File: config.mk
export PLATFORM = sky130hd
export DESIGN_NAME = gpio_port_ovr
export DESIGN_NICKNAME = d
export VERILOG_FILES = /design/src/rtl/gpio_ovr_pkg.sv /design/src/rtl/gpio_ovr_mux.sv /design/src/rtl/gpio_in_sync.sv /design/src/rtl/gpio_chg_det.sv /design/src/rtl/gpio_port_ovr.sv
export SDC_FILE = /design/constraint.sdc
export NUM_CORES = 1
export LEC_CHECK = 0
export ABC_AREA = 1
export BUFFER_PORTS_ARGS = -buffer_cell sky130_fd_sc_hd__buf_4
export CAP_MARGIN = 20
export CORE_ASPECT_RATIO = 0.75
export CORE_MARGIN = 3
export CORE_UTILIZATION = 43
export CTS_BUF_LIST = sky130_fd_sc_hd__clkbuf_16
export CTS_CLUSTER_DIAMETER = 120
export CTS_CLUSTER_SIZE = 12
export DETAILED_ROUTE_END_ITERATION = 6
export PLACE_DENSITY_LB_ADDON = 0.15
export SYNTH_ARGS = -nofsm -noshare
export SYNTH_HDL_FRONTEND = slang
export SYNTH_HIERARCHICAL = 1
export SYNTH_SLANG_ARGS = --single-unit
File: constraint.sdc
create_clock -name clk -period 1.9 [get_ports clk]
set_clock_uncertainty 0.05 [all_clocks]
set_input_delay 0.095 -clock clk [delete_from_list [all_inputs] [get_ports clk]]
set_output_delay 0.095 -clock clk [all_outputs]
set_load 0.1 [all_outputs]
File: src/rtl/gpio_ovr_pkg.sv
package gpio_ovr_pkg;
  // Pin roles; the override logic depends on these positions.
  localparam int PIN_SS       = 0;
  localparam int PIN_SCK      = 1;
  localparam int PIN_MOSI     = 2;
  localparam int PIN_MISO     = 3;
  localparam int PIN_CMP_BASE = 4;

  typedef enum logic [1:0] {
    SPI_OFF    = 2'b00,
    SPI_SLAVE  = 2'b10,
    SPI_MASTER = 2'b11
  } spi_role_e;

  function automatic spi_role_e spi_role(input logic en, input logic mst);
    if (!en)      return SPI_OFF;
    else if (mst) return SPI_MASTER;
    else          return SPI_SLAVE;
  endfunction
endpackage

File: src/rtl/gpio_ovr_mux.sv
module gpio_ovr_mux
  import gpio_ovr_pkg::*;
#(
  parameter int PORT_W  = 8,
  parameter int NUM_CMP = 3
) (
  input  logic [PORT_W-1:0]  dir_i,
  input  logic [PORT_W-1:0]  port_i,
  input  logic               pud_i,
  input  logic               spi_en_i,
  input  logic               spi_master_i,
  input  logic               spi_sck_drv_i,
  input  logic               spi_mosi_drv_i,
  input  logic               spi_miso_drv_i,
  input  logic [NUM_CMP-1:0] cmp_en_i,
  input  logic [NUM_CMP-1:0] cmp_val_i,
  output logic [PORT_W-1:0]  oe_o,
  output logic [PORT_W-1:0]  do_o,
  output logic [PORT_W-1:0]  pu_o
);
  spi_role_e role;
  logic      spi_mst;
  logic      spi_slv;

  always_comb begin
    role    = spi_role(spi_en_i, spi_master_i);
    spi_mst = (role == SPI_MASTER);
    spi_slv = (role == SPI_SLAVE);
  end

  for (genvar p = 0; p < PORT_W; p++) begin : g_pin
    logic force_in;
    logic alt_sel;
    logic alt_val;

    if (p == PIN_SS) begin : g_ss
      assign force_in = spi_slv;
      assign alt_sel  = 1'b0;
      assign alt_val  = 1'b0;
    end else if (p == PIN_SCK) begin : g_sck
      assign force_in = spi_slv;
      assign alt_sel  = spi_mst;
      assign alt_val  = spi_sck_drv_i;
    end else if (p == PIN_MOSI) begin : g_mosi
      assign force_in = spi_slv;
      assign alt_sel  = spi_mst;
      assign alt_val  = spi_mosi_drv_i;
    end else if (p == PIN_MISO) begin : g_miso
      assign force_in = spi_mst;
      assign alt_sel  = spi_slv;
      assign alt_val  = spi_miso_drv_i;
    end else if (p >= PIN_CMP_BASE && p < PIN_CMP_BASE + NUM_CMP) begin : g_cmp
      assign force_in = 1'b0;
      assign alt_sel  = cmp_en_i[p-PIN_CMP_BASE] & dir_i[p];
      assign alt_val  = cmp_val_i[p-PIN_CMP_BASE];
    end else begin : g_plain
      assign force_in = 1'b0;
      assign alt_sel  = 1'b0;
      assign alt_val  = 1'b0;
    end

    // Effective drive, value and pull-up for this pin
    assign oe_o[p] = dir_i[p] & ~force_in;
    assign do_o[p] = alt_sel ? alt_val : port_i[p];
    assign pu_o[p] = port_i[p] & ~oe_o[p] & ~pud_i;
  end
endmodule

File: src/rtl/gpio_in_sync.sv
module gpio_in_sync #(
  parameter int WIDTH  = 8,
  parameter int STAGES = 2
) (
  input  logic             clk,
  input  logic             rst_n,
  input  logic [WIDTH-1:0] din_i,
  output logic [WIDTH-1:0] dout_o
);
  logic [STAGES-1:0][WIDTH-1:0] stage_q;
  logic [STAGES-1:0][WIDTH-1:0] stage_d;

  always_comb begin
    stage_d[0] = din_i;
    for (int s = 1; s < STAGES; s++) begin
      stage_d[s] = stage_q[s-1];
    end
  end

  always_ff @(posedge clk or negedge rst_n) begin
    if (!rst_n) begin
      stage_q <= '0;
    end else begin
      stage_q <= stage_d;
    end
  end

  assign dout_o = stage_q[STAGES-1];
endmodule

File: src/rtl/gpio_chg_det.sv
module gpio_chg_det #(
  parameter int WIDTH = 8
) (
  input  logic             clk,
  input  logic             rst_n,
  input  logic [WIDTH-1:0] cur_i,
  input  logic [WIDTH-1:0] mask_i,
  input  logic [WIDTH-1:0] clr_i,
  output logic [WIDTH-1:0] flag_o
);
  logic [WIDTH-1:0] prev_q, prev_d;
  logic [WIDTH-1:0] flag_q, flag_d;
  logic [WIDTH-1:0] hit;

  always_comb begin
    hit    = (cur_i ^ prev_q) & mask_i;
    prev_d = cur_i;
    // A fresh hit outranks a clear in the same cycle.
    flag_d = (flag_q & ~clr_i) | hit;
  end

  always_ff @(posedge clk or negedge rst_n) begin
    if (!rst_n) begin
      prev_q <= '0;
      flag_q <= '0;
    end else begin
      prev_q <= prev_d;
      flag_q <= flag_d;
    end
  end

  assign flag_o = flag_q;
endmodule

File: src/rtl/gpio_port_ovr.sv
module gpio_port_ovr
  import gpio_ovr_pkg::*;
#(
  parameter int PORT_W      = 8,
  parameter int NUM_CMP     = 3,
  parameter int SYNC_STAGES = 2
) (
  input  logic               clk,
  input  logic               rst_n,
  input  logic [PORT_W-1:0]  dir_i,
  input  logic [PORT_W-1:0]  port_i,
  input  logic               pud_i,
  input  logic               spi_en_i,
  input  logic               spi_master_i,
  input  logic               spi_sck_drv_i,
  input  logic               spi_mosi_drv_i,
  input  logic               spi_miso_drv_i,
  input  logic [NUM_CMP-1:0] cmp_en_i,
  input  logic [NUM_CMP-1:0] cmp_val_i,
  input  logic [PORT_W-1:0]  pin_i,
  input  logic [PORT_W-1:0]  chg_mask_i,
  input  logic [PORT_W-1:0]  chg_clr_i,
  output logic [PORT_W-1:0]  pad_oe_o,
  output logic [PORT_W-1:0]  pad_do_o,
  output logic [PORT_W-1:0]  pad_pu_o,
  output logic [PORT_W-1:0]  pin_sync_o,
  output logic               spi_ss_in_o,
  output logic               spi_sck_in_o,
  output logic               spi_mosi_in_o,
  output logic               spi_miso_in_o,
  output logic [PORT_W-1:0]  chg_flag_o
);
  logic [PORT_W-1:0] sync_val;

  gpio_ovr_mux #(.PORT_W(PORT_W), .NUM_CMP(NUM_CMP)) u_mux (
    .dir_i          (dir_i),
    .port_i         (port_i),
    .pud_i          (pud_i),
    .spi_en_i       (spi_en_i),
    .spi_master_i   (spi_master_i),
    .spi_sck_drv_i  (spi_sck_drv_i),
    .spi_mosi_drv_i (spi_mosi_drv_i),
    .spi_miso_drv_i (spi_miso_drv_i),
    .cmp_en_i       (cmp_en_i),
    .cmp_val_i      (cmp_val_i),
    .oe_o           (pad_oe_o),
    .do_o           (pad_do_o),
    .pu_o           (pad_pu_o)
  );

  gpio_in_sync #(.WIDTH(PORT_W), .STAGES(SYNC_STAGES)) u_sync (
    .clk    (clk),
    .rst_n  (rst_n),
    .din_i  (pin_i),
    .dout_o (sync_val)
  );

  gpio_chg_det #(.WIDTH(PORT_W)) u_chg (
    .clk    (clk),
    .rst_n  (rst_n),
    .cur_i  (sync_val),
    .mask_i (chg_mask_i),
    .clr_i  (chg_clr_i),
    .flag_o (chg_flag_o)
  );

  assign pin_sync_o    = sync_val;
  assign spi_ss_in_o   = sync_val[PIN_SS];
  assign spi_sck_in_o  = sync_val[PIN_SCK];
  assign spi_mosi_in_o = sync_val[PIN_MOSI];
  assign spi_miso_in_o = sync_val[PIN_MISO];
endmodule

# [Word level (Yosys, flattened, before mapping)]
# Cells that the tools add are included.
[word_totals] register_bits=32 in_bits=54 word_cells=53
[classes] eq_ne=2 muxes=8 n_bitwise=39
[ops] op="$and 1x1->1" n=23
[ops] op="$and 8x8->8" n=2
[ops] op="$not 1->1" n=11
[ops] op="$not 8->8" n=1
[ops] op="$or 8x8->8" n=1
[ops] op="$xor 8x8->8" n=1
[ops] op="$mux 1" n=7
[ops] op="$eq 2x2->1 const B" n=2
[ops] op="$mux 2" n=1

# [Logic depth before layout (Yosys ltp)]
[depth] ltp_word=8 mapped_depth=4

# [Hierarchy]
# The synthesis kept the hierarchy.
[by_module_without_submodules] module="gpio_chg_det" n_inst=1 cells_per_inst=80 area_per_inst_um2=650.6
[by_module_without_submodules] module="gpio_in_sync" n_inst=1 cells_per_inst=16 area_per_inst_um2=400.4
[by_module_without_submodules] module="gpio_ovr_mux" n_inst=1 cells_per_inst=54 area_per_inst_um2=262.8
[by_module_without_submodules] module="gpio_port_ovr" n_inst=1 cells_per_inst=4 area_per_inst_um2=30.0

# [Least setup slack after synthesis]
# No wires, ideal clock.
[synth_timing] path_type="input to output" start="input port pud_i" end="output port pad_pu_o[4]" arrival_ns=2.307 path_slack_ns=-0.552 stages=1 path_buffers=0 path_cell_list="nor3b_1"
[synth_via] elab_chain_len=2
[synth_lines] item="start: declaration" line_no="gpio_port_ovr.sv:12" source="input logic pud_i,"
[synth_lines] item="$not 1->1" line_no="gpio_ovr_mux.sv:65" source="assign pu_o[p] = port_i[p] & ~oe_o[p] & ~pud_i;"
[synth_lines] item="$and 1x1->1" line_no="gpio_ovr_mux.sv:65"
[synth_lines] item="end: declaration" line_no="gpio_port_ovr.sv:25" source="output logic [PORT_W-1:0] pad_pu_o,"
# No other way between the ends.

# [Worst setup path in the final report]
[layout_timing] start="register u_sync.stage_q, in the netlist u_sync/dout_o[4]" end="register u_chg.flag_q[4], in the netlist u_chg/flag_o[4]"
[layout_via] elab_chain_len=3
[layout_lines] item="start: declaration" line_no="gpio_in_sync.sv:10" source="logic [STAGES-1:0][WIDTH-1:0] stage_q;"
[layout_lines] item="start signal: assignment" line_no="gpio_in_sync.sv:24" source="stage_q <= stage_d;"
[layout_lines] item="$xor 8x8->8" line_no="gpio_chg_det.sv:16" source="hit = (cur_i ^ prev_q) & mask_i;"
[layout_lines] item="$and 8x8->8" line_no="gpio_chg_det.sv:16"
[layout_lines] item="$or 8x8->8" line_no="gpio_chg_det.sv:19" source="flag_d = (flag_q & ~clr_i) | hit;"
[layout_lines] item="via u_chg.flag_d[4]" line_no="gpio_chg_det.sv:12" source="logic [WIDTH-1:0] flag_q, flag_d;"
[layout_lines] item="end signal: assignment" line_no="gpio_chg_det.sv:28" source="flag_q <= flag_d;"
[layout_lines] item="end: declaration" line_no="gpio_chg_det.sv:12"
# The timed path passes the listed nets, and every way through them passes these cells.

==> out/metrics.cfg <==
[worst_hold_path]
hp-class=in2reg
min_path_cells=4
hold_end=u_chg/flag_o[3]$_DFF_PN0_
hold_path_startpoint=chg_clr_i[3]

[floorplan]
die_y_um=54.4
die_x_um=70.6
dieArea_mm2=0.00384
core.rowCount=16
start_util=0.483
core_mm2=0.00278
ios=98

[global_routing]
antenna_found_initial=0
grt_max_degree=33
grt_pass1_vias=1127
grt_usage=0.186
grt_pass1_wl_um=5350
grt_overflow=0

[clock_tree]
post_cts_buffers=0
htreeDepth=2
clk_pin_slew_worst_paths_ps=50
cts_tree=yes
insertion_delay_ps=270
hold_buffers=13
clockRootBuffer=clkbuf_16
clk_path_buf_depth=2
cts_made_buffers=5
cts_resized=0
cts_num_sinks=32

[timing]
setup_violations=0
drv_slew=0
post-route-worst-setup-slack_ps=562
worst_pin_slew_ps=390
fin_hold_ws_ps=-1.83
rsz0062_at_grt=false
fin_crit_sh=0.704
slew_headroom=0.740
finalSetupTns_ps=0
final.min_clock_period_ps=1340
final_hold_viol_count=1
fmax_mhz=748

[synthesis]
synth_nets=208
yosysSeqAreaShare=0.596
syn_area_per_cell_um2=8.73
ys_warn_count=6
syn_area_mm2=0.00134
yosysUniqueCellTypes=11
synth_seq_cells=32
syn_inst=154

[cells_and_area]
drive_above_1_share=0.427
area_delta_synth_final_pct=75.3
multi_input_area_um2=367
final_net_count=315
antenna_cells=0
layout.cells.non_filler=298
regArea_um2=801
fillCellCount=168
stdcell_area_mm2=0.00236

[run_status]
status=finished with violations
violations=negative hold slack

[routing]
vias=1299
postRouteAntennaNets=0
totalWireLength_um=3770
drt_pre_antenna_iters=4
viasPerCell=4.36
drtIter0Drc=39
drt-wirelength-per-cell_um=12.6
drc_errors=0

[placement]
pre_cts_ws_ps=927
dp_hpwl_um=2560
place_area_mm2=0.00206
dp_cells=277
place_congestion=0.701
io_buffer_count=97

[critical_path]
endpoint_kind=flip-flop
critPathKind=reg2reg
rrSetupSlack_ps=560
arrival_ps=1440
reg2regPathDepth=5
r2r-end=u_chg/flag_o[4]$_DFF_PN0_
critPathRequiredTime_ps=2000
start_kind=flip-flop
r2r-start=u_sync/dout_o[4]$_DFF_PN0_
critPathMaxFanout=4

[power_and_ir_drop]
leakage_uw=0.00136
power_uw=2390
power.density_mw_per_mm2=1020
ir_drop_v=0.000759

[run]
cap_violations=0

-- cell usage in the layout (no fill, tap or decap), drive strengths merged --
cell and n:
nor2 5, buf 97, inv 32, clkbuf 5
nor3b 4, dlygate4sd3 13, nand2 56, nand3 11
dfrtp 32, clkinv 2, a21oi 4, bufinv 1
-- worst max-delay path, cell delays in order (launching register included) --
cell,delay [ps]
dfrtp_1,410
inv_1,60
nand2_1,40
nand3_1,60
nand2_1,40
dlygate4sd3_1,550
-- worst max path at each step --
stage / start / slack [ps] / depth (start not counted) / end
global placement: pud_i / 940 / 5 / pad_pu_o[1]
global route: u_sync/dout_o[4]$_DFF_PN0_ / 520 / 5 / u_chg/flag_o[4]$_DFF_PN0_
detailed placement: pud_i / 930 / 5 / pad_pu_o[1]
floorplan: pud_i / 70 / 3 / pad_pu_o[0]
finish: u_sync/dout_o[4]$_DFF_PN0_ / 560 / 5 / u_chg/flag_o[4]$_DFF_PN0_
CTS: u_sync/dout_o[4]$_DFF_PN0_ / 580 / 5 / u_chg/flag_o[4]$_DFF_PN0_
-- kinds of logic after synthesis --
family | after synthesis | share of synthesized area
AOI/OAI and AO/OA | 4 | 0.0149
buffers and inverters | 42 | 0.146
DFF | 32 | 0.596
and+or+nand+nor | 76 | 0.243
-- flip-flops by register name, summed over array words and instances (netlist names) --
register / cells
u_chg/flag_o: 8
u_sync/dout_o: 8
u_sync/stage_d: 8
u_chg/prev_q: 8
-- Yosys cell counts --
library cell | number | area share
a21oi_1 | 4 | 0.015
buf_4 | 10 | 0.056
clkinv_2 | 1 | 0.0037
dfrtp_1 | 32 | 0.60
inv_1 | 31 | 0.087
nand2_1 | 54 | 0.15
nand2_2 | 2 | 0.0093
nand3_1 | 11 | 0.041
nor2_1 | 4 | 0.011
nor2_4 | 1 | 0.0084
nor3b_1 | 4 | 0.022
-- through the flow --
step / util / hold WS, ps
4_1_cts: 0.847 / 0.334
2_1_floorplan: - / -251
3_3_place_gp: 0.741 / -6.75
5_1_grt: 0.847 / 11.5
6_report: 0.847 / -1.83
3_5_place_dp: 0.741 / -3.72
-- per-layer routing --
metal	up-vias	part of all wire	global-route usage
met3	0	0.084	0.0661
met4	0	0	0.0281
met1	595	0.37	0.213
met2	48	0.54	0.352
met5	-	0	0
li1	656	-	-
-- report_power, final --
part | switching, uW | total (uW) | internal [uW]
sequential | 27.1 | 754 | 727
clock | 263 | 873 | 609
combinational | 569 | 765 | 196
-- cell type report --
| cell class | count | share of cell area |
|---|---|---|
| repair buffers | 110 | 0.364 |
| flip-flops and latches | 32 | 0.340 |
| multi-input cells | 80 | 0.156 |
| clock buffers | 5 | 0.0531 |
| inverters | 32 | 0.0515 |
| well taps | 36 | 0.0191 |
| clock inverters | 3 | 0.0165 |
Power figures use the tool's default switching activity.
